## src/rtl/mbox_pkg.sv

```systemverilog
package mbox_pkg;
    localparam int MB_NQ    = 6;
    localparam int MB_NU    = 4;
    localparam int MB_DEPTH = 4;
    localparam int MB_DW    = 32;
    localparam int MB_AW    = 9;

    // Byte offsets of the register groups
    localparam int OFF_REV   = 'h000;
    localparam int OFF_CFG   = 'h010;
    localparam int OFF_STAT  = 'h014;
    localparam int OFF_MSG   = 'h040;
    localparam int OFF_FULL  = 'h080;
    localparam int OFF_LEVEL = 'h0C0;
    localparam int OFF_IRQ   = 'h100;

    localparam int CFG_AUTO_BIT  = 0;
    localparam int CFG_SMART_BIT = 4;
endpackage

```

## src/rtl/mbox_queue.sv

```systemverilog
module mbox_queue #(
    parameter int DW    = 32,
    parameter int DEPTH = 4
) (
    input  logic                         clk,
    input  logic                         rst,
    input  logic                         push,
    input  logic                         pop,
    input  logic [DW-1:0]                wdata,
    output logic [DW-1:0]                head,
    output logic [$clog2(DEPTH+1)-1:0]   level,
    output logic                         full,
    output logic                         empty,
    output logic                         ev_arrive,
    output logic                         ev_space
);
    localparam int PW = (DEPTH > 1) ? $clog2(DEPTH) : 1;
    localparam int CW = $clog2(DEPTH+1);

    typedef struct packed {
        logic [DEPTH-1:0][DW-1:0] mem;
        logic [PW-1:0]            rp;
        logic [PW-1:0]            wp;
        logic [CW-1:0]            cnt;
    } q_state_t;

    q_state_t st_q, st_d;
    logic accept, take;

    function automatic logic [PW-1:0] bump(input logic [PW-1:0] p);
        return (p == PW'(DEPTH-1)) ? '0 : p + PW'(1);
    endfunction

    assign full  = (st_q.cnt == CW'(DEPTH));
    assign empty = (st_q.cnt == '0);
    assign accept = push && !full;
    assign take   = pop && !empty;

    always_comb begin
        st_d = st_q;
        if (accept) begin
            st_d.mem[st_q.wp] = wdata;
            st_d.wp = bump(st_q.wp);
        end
        if (take) begin
            st_d.rp = bump(st_q.rp);
        end
        case ({accept, take})
            2'b10:   st_d.cnt = st_q.cnt + CW'(1);
            2'b01:   st_d.cnt = st_q.cnt - CW'(1);
            default: st_d.cnt = st_q.cnt;
        endcase
    end

    always_ff @(posedge clk) begin
        if (rst) begin
            st_q <= '0;
        end else begin
            st_q <= st_d;
        end
    end

    assign head      = st_q.mem[st_q.rp];
    assign level     = st_q.cnt;
    assign ev_arrive = accept;
    assign ev_space  = take && full;
endmodule

```

## src/rtl/mbox_irq_bank.sv

```systemverilog
module mbox_irq_bank #(
    parameter int EW = 12
) (
    input  logic          clk,
    input  logic          rst,
    input  logic [EW-1:0] set_ev,
    input  logic          ack_wr,
    input  logic          en_wr,
    input  logic [EW-1:0] wdata,
    output logic [EW-1:0] status,
    output logic [EW-1:0] enable,
    output logic          irq
);
    typedef struct packed {
        logic [EW-1:0] status;
        logic [EW-1:0] enable;
    } bank_t;

    bank_t bk_q, bk_d;

    always_comb begin
        bk_d = bk_q;
        if (ack_wr) begin
            bk_d.status = bk_q.status & ~wdata;
        end
        // A fresh event in the same cycle survives an acknowledge
        bk_d.status = bk_d.status | set_ev;
        if (en_wr) begin
            bk_d.enable = wdata;
        end
    end

    always_ff @(posedge clk) begin
        if (rst) begin
            bk_q <= '0;
        end else begin
            bk_q <= bk_d;
        end
    end

    assign status = bk_q.status;
    assign enable = bk_q.enable;
    assign irq    = |(bk_q.status & bk_q.enable);
endmodule

```

## src/rtl/mbox_hub.sv

```systemverilog
module mbox_hub
    import mbox_pkg::*;
#(
    parameter int          NQ    = MB_NQ,
    parameter int          NU    = MB_NU,
    parameter int          DEPTH = MB_DEPTH,
    parameter int          DW    = MB_DW,
    parameter int          AW    = MB_AW,
    parameter logic [31:0] REV   = 32'h0000_0042
) (
    input  logic          clk,
    input  logic          rst,
    input  logic          bus_sel,
    input  logic          bus_wr,
    input  logic [AW-1:0] bus_addr,
    input  logic [DW-1:0] bus_wdata,
    output logic [DW-1:0] bus_rdata,
    output logic [NU-1:0] user_irq
);
    localparam int CW = $clog2(DEPTH+1);
    localparam int EW = 2*NQ;

    typedef struct packed {
        logic [DW-1:0] rdata;
        logic          auto_idle;
        logic          smart_idle;
    } hub_t;

    hub_t hs_q, hs_d;

    logic [NQ-1:0]          q_push, q_pop, q_full, q_empty, q_arrive, q_space;
    logic [NQ-1:0][DW-1:0]  q_head;
    logic [NQ-1:0][CW-1:0]  q_cnt;
    logic [NU-1:0]          u_ack, u_en;
    logic [NU-1:0][EW-1:0]  u_status, u_enable;
    logic [EW-1:0]          events;

    for (genvar m = 0; m < NQ; m++) begin : g_queue
        mbox_queue #(.DW(DW), .DEPTH(DEPTH)) u_q (
            .clk(clk), .rst(rst),
            .push(q_push[m]), .pop(q_pop[m]), .wdata(bus_wdata),
            .head(q_head[m]), .level(q_cnt[m]),
            .full(q_full[m]), .empty(q_empty[m]),
            .ev_arrive(q_arrive[m]), .ev_space(q_space[m])
        );
        assign events[2*m]   = q_arrive[m];
        assign events[2*m+1] = q_space[m];
    end

    for (genvar u = 0; u < NU; u++) begin : g_user
        mbox_irq_bank #(.EW(EW)) u_bank (
            .clk(clk), .rst(rst),
            .set_ev(events), .ack_wr(u_ack[u]), .en_wr(u_en[u]),
            .wdata(bus_wdata[EW-1:0]),
            .status(u_status[u]), .enable(u_enable[u]), .irq(user_irq[u])
        );
    end

    always_comb begin
        logic do_wr, do_rd;
        do_wr = bus_sel && bus_wr;
        do_rd = bus_sel && !bus_wr;
        hs_d = hs_q;
        hs_d.rdata = '0;
        q_push = '0;
        q_pop  = '0;
        u_ack  = '0;
        u_en   = '0;

        for (int m = 0; m < NQ; m++) begin
            if (bus_addr == AW'(OFF_MSG + 4*m)) begin
                q_push[m] = do_wr;
                q_pop[m]  = do_rd;
                if (do_rd && !q_empty[m]) hs_d.rdata = q_head[m];
            end
            if (do_rd && bus_addr == AW'(OFF_FULL + 4*m)) begin
                hs_d.rdata = DW'(q_full[m]);
            end
            if (do_rd && bus_addr == AW'(OFF_LEVEL + 4*m)) begin
                hs_d.rdata = DW'(q_cnt[m]);
            end
        end

        for (int u = 0; u < NU; u++) begin
            if (bus_addr == AW'(OFF_IRQ + 8*u)) begin
                u_ack[u] = do_wr;
                if (do_rd) hs_d.rdata = DW'(u_status[u]);
            end
            if (bus_addr == AW'(OFF_IRQ + 8*u + 4)) begin
                u_en[u] = do_wr;
                if (do_rd) hs_d.rdata = DW'(u_enable[u]);
            end
        end

        if (bus_addr == AW'(OFF_CFG)) begin
            if (do_wr) begin
                hs_d.auto_idle  = bus_wdata[CFG_AUTO_BIT];
                hs_d.smart_idle = bus_wdata[CFG_SMART_BIT];
            end
            if (do_rd) begin
                hs_d.rdata[CFG_AUTO_BIT]  = hs_q.auto_idle;
                hs_d.rdata[CFG_SMART_BIT] = hs_q.smart_idle;
            end
        end
        if (do_rd && bus_addr == AW'(OFF_STAT)) hs_d.rdata = DW'(1);
        if (do_rd && bus_addr == AW'(OFF_REV))  hs_d.rdata = DW'(REV);
    end

    always_ff @(posedge clk) begin
        if (rst) begin
            hs_q <= '0;
        end else begin
            hs_q <= hs_d;
        end
    end

    assign bus_rdata = hs_q.rdata;
endmodule

```

## config.mk

```make
export PLATFORM = sky130hd
export DESIGN_NAME = mbox_hub
export DESIGN_NICKNAME = d
export VERILOG_FILES = /design/src/rtl/mbox_pkg.sv /design/src/rtl/mbox_queue.sv /design/src/rtl/mbox_irq_bank.sv /design/src/rtl/mbox_hub.sv
export SDC_FILE = /design/constraint.sdc
export NUM_CORES = 2
export LEC_CHECK = 0
export ABC_CLOCK_PERIOD_IN_PS = 4450
export BUFFER_PORTS_ARGS = -buffer_cell sky130_fd_sc_hd__clkbuf_2
export CORE_MARGIN = 3
export CORE_UTILIZATION = 63
export DETAILED_ROUTE_END_ITERATION = 12
export GPL_TIMING_DRIVEN = 0
export HOLD_SLACK_MARGIN = 0.05
export PLACE_DENSITY = 0.76
export SLEW_MARGIN = 5
export SYNTH_ARGS = -nofsm -noshare
export SYNTH_HDL_FRONTEND = slang
export SYNTH_SLANG_ARGS = --single-unit
```

## constraint.sdc

```tcl
create_clock -name clk -period 4.45 [get_ports clk]
set_clock_uncertainty 0.05 [all_clocks]
set_input_delay 0.89 -clock clk [delete_from_list [all_inputs] [get_ports clk]]
set_output_delay 0.89 -clock clk [all_outputs]
set_load 0.02 [all_outputs]
```

==> results.sh <==
export IMPL_synth_simple_gate_area_share_pct=20.0
export IMPL_yosysUniqueCellTypes=64
export IMPL_synth_top_family_by_area="simple AND/OR/NAND/NOR gates"
export IMPL_rows=92
export IMPL_ys_seq_area_share_pct=46.4
export IMPL_synth_xor_area_share_pct=0.259
export IMPL_worstPathMaxFanout=10
export IMPL_synth_compound_area_share_pct=15.5
export IMPL_slew_headroom_pct=6.79
export IMPL_clk_pin_slew_worst_paths_ns=0.06
export IMPL_grtUsageMet2_pct=67.1
export IMPL_critPathArrivalTime_ns=4.91
export IMPL_drc=0
export IMPL_hp_class="register to register"
export IMPL_io_pins=81
export IMPL_die_w_um=260
export IMPL_yosysTopAreaCell="dfxtp_1"
export IMPL_synth_fa_ha_area_share_pct=1.41
export IMPL_layout_setup_ws_ns=0.0909
export IMPL_antenna_found_initial=4
export IMPL_io_buffers=72
export IMPL_synth_edf_count=0
export IMPL_synth_seq_cells=940
export IMPL_r2r_start="g_queue[0].u_q.st_q[5]"
export IMPL_final_util_pct=71.3
export IMPL_cp_endpoint="g_queue[5].u_q.level[2]"
export IMPL_rsz0062_at_grt="false"
export IMPL_detailed_place_hpwl_um=115000
export IMPL_detail_route_antenna_nets=0
export IMPL_cts_root_buf="clkbuf_16"
export IMPL_fin_area_um2=45200
export IMPL_cp_required_ns=5.00
export IMPL_grtUsageMet3_pct=11.1
export IMPL_gr_total_overflow=0
export IMPL_preCtsSetupSlack_ns=-1.00
export IMPL_setup_violations=0
export IMPL_netlist_top_cells_area="dfxtp_1 (46%), nand2_1 (17%), a21oi_1 (11%)"
export IMPL_dr_pass1_iters=6
export IMPL_cts_setup_buffers=0
export IMPL_grtUsageTotal_pct=46.6
export IMPL_outcome="finished, final reports clean"
export IMPL_period_needed_ns=4.36
export IMPL_crit_type="input port to register"
export IMPL_p_per_area_nw_per_um2=383
export IMPL_drv_slew=0
export IMPL_final_cells=6025
export IMPL_whs_ns=0.399
export IMPL_cts_tree="done"
export IMPL_synth_area_um2=40600
export IMPL_leakage_nw=14.3
export IMPL_grt_pass1_wl_um=232000
export IMPL_dieArea_um2=67500
export IMPL_syn2layout_area_growth_pct=11.5
export IMPL_clk_latency_ns=0.67
export IMPL_drive_gt1_share_pct=9.68
export IMPL_postPlaceCellArea_um2=42000
export IMPL_synth_nets=5025
export IMPL_yosysWarnings=0
export IMPL_place_inst=5858
export IMPL_place_congestion=1.03
export IMPL_r2r_end="bus_rdata[12]"
export IMPL_worstMarginPinSlew_ns=1.40
export IMPL_rrSetupSlack_ns=0.64
export IMPL_num_fill_cells=5058
export IMPL_start_util_pct=63.9
export IMPL_core_area_um2=63400
export IMPL_hold_violations=0
export IMPL_wirelength_um=159000
export IMPL_nNetsFinal=5190
export IMPL_startpoint="bus_addr[1]"
export IMPL_syn_inst=4938
export IMPL_clock_sinks=940
export IMPL_drv_cap=0
export IMPL_vias=39200
export IMPL_ir_drop_mv=0.437
export IMPL_post_route_period_util_pct=98.0
export IMPL_endpoint_kind="register"
export IMPL_grt_pass1_vias=36500
export IMPL_dieHeight_um=260
export IMPL_async_flop_share_pct=0
export IMPL_clockBufferDepth=3
export IMPL_start_kind="input port"
export IMPL_r2r_cells=6
export IMPL_top_usage_layer="met2"
export IMPL_grt_max_degree=20
export IMPL_fmax_mhz=229
export IMPL_cts_inserted_buffers=92
export IMPL_ys_flop_type="dfxtp_1"
export IMPL_viasPerCell=6.51
export IMPL_yosysTopAreaCellShare_pct=46.4
export IMPL_wl_per_cell_um=26.5
export IMPL_met1_usage_pct=59.2
export IMPL_drtIter0Drc=5929
export IMPL_muxShareOfSynthArea_pct=11.1
export IMPL_htree_levels=3
export IMPL_avgSynthCellArea_um2=8.21
where the power goes:
group	total [mW]	leakage, nW	switching (mW)	internal (mW)
combinational	0.588	5.13	0.512	0.0754
sequential	8.41	7.57	0.000912	8.41
clock	8.33	1.56	3.53	4.80
metal layers:
metal | up-vias | wire length, µm
met5 | - | 13
met4 | 2 | 16700
met3 | 700 | 19800
met2 | 2896 | 66300
met1 | 18700 | 56700
li1 | 17000 | -
cell families after synthesis:
| group | count (synthesis) |
|---|---|
| compound gates | 1153 |
| buf+inv | 529 |
| mux | 208 |
| flops | 940 |
| xor+xnor | 12 |
| fa+ha+maj | 42 |
| simple gates | 2054 |
worst min-delay path by stage:
| stage | to | startpoint | cells after the start | slack (ns) |
|---|---|---|---|---|
| 6_report | g_queue[3].u_q.st_q[122] | g_queue[3].u_q.st_q[122] | 2 | 0.40 |
| 5_1_grt | g_queue[3].u_q.st_q[122] | g_queue[3].u_q.st_q[122] | 2 | 0.41 |
| 4_1_cts | g_queue[3].u_q.st_q[122] | g_queue[3].u_q.st_q[122] | 2 | 0.40 |
| 3_5_place_dp | g_queue[3].u_q.st_q[122] | g_queue[3].u_q.st_q[122] | 2 | 0.39 |
| 3_3_place_gp | g_queue[0].u_q.st_q[130] | g_queue[0].u_q.st_q[130] | 2 | 0.38 |
| 2_1_floorplan | g_queue[1].u_q.st_q[100] | g_queue[1].u_q.st_q[100] | 2 | 0.38 |
layout by cell type (no fill, tap or decap), drive strengths merged, types with 5 or more instances in the layout:
| cell type | instances |
|---|---|
| and3 | 6 |
| ha | 36 |
| nor3 | 35 |
| bufinv | 10 |
| mux4 | 192 |
| nand4 | 7 |
| fa | 6 |
| xor2 | 12 |
| and2 | 28 |
| inv | 41 |
| mux2i | 10 |
| mux2 | 6 |
| a31oi | 30 |
| buf | 77 |
| nor3b | 7 |
| a221oi | 17 |
| a211oi | 9 |
| o211ai | 5 |
| clkinvlp | 7 |
| nor2 | 95 |
| nand2 | 1796 |
| a22oi | 82 |
| dfxtp | 940 |
| a22o | 18 |
| o22ai | 12 |
| nand3 | 40 |
| o21ai | 35 |
| a21oi | 920 |
| o221ai | 5 |
| or3 | 14 |
| clkinv | 18 |
| clkbuf | 616 |
registers in the layout, indices dropped and copies added, names as in the netlist:
name / count
g_user.u_bank.status: 48
bus_rdata: 32
g_queue.u_q.level: 18
g_user.u_bank.enable: 48
hs_q: 2
g_queue.u_q.st_q: 792
layout make-up:
cell class / count / area (µm²) / area share, %
diodes: 1 / 2.50 / 0.00553
plain buffers: 485 / 2000 / 4.42
clock buffers: 134 / 2680 / 5.92
clock inverters: 35 / 557 / 1.23
inverters: 41 / 158 / 0.348
multi-input cells: 3469 / 19600 / 43.3
flip-flops and latches: 940 / 18800 / 41.6
well taps: 846 / 1060 / 2.34
repair buffers: 74 / 373 / 0.824
per-stage QoR:
stage / power [mW] / TNS (ns)
3_5_place_dp: 9.15 / -51.24
6_report: 17.3 / 0
3_3_place_gp: 9.15 / -61.96
2_1_floorplan: 8.85 / 0
5_1_grt: 17.6 / 0
4_1_cts: 17.3 / 0
what timing repair did:
item                       in CTS  in global routing
gates resized for setup         1                  5
setup endpoints to repair       5                  5
hold buffers                    0                  0
worst max-delay path, cell delays in order:
cell	delay, ns
clkbuf_1	0.20
or4b_1	0.54
buf_2	0.20
buf_2	0.22
nor2_2	0.31
o311ai_2	0.39
inv_2	0.25
buf_4	0.26
buf_4	0.31
ha_1	0.24
inv_1	0.06
fa_1	0.39
xor2_1	0.17
or3_1	0.32
a21oi_1	0.14
Yosys cell counts (3+ instances only):
cell      count
nand2_1    1796
dfxtp_1     940
a21oi_1     920
clkbuf_1    408
mux4_2      192
nor2_1       95
a22oi_1      82
inv_1        41
nand3_1      40
buf_4        38
ha_1         36
o21ai_0      35
nor3_1       33
a31oi_1      30
and2_1       27
buf_2        25
a22o_1       18
a221oi_1     17
buf_1        15
or3_1        14
o22ai_1      12
xor2_1       12
mux2i_1      10
a211oi_1      9
nand4_1       7
nor3b_1       7
and3_1        6
fa_1          6
mux2_2        6
o211ai_1      5
o221ai_1      5
nand2b_1      4
nor2b_1       3
nor4b_1       3
o31ai_1       3
(Power assumes the default switching activity.)
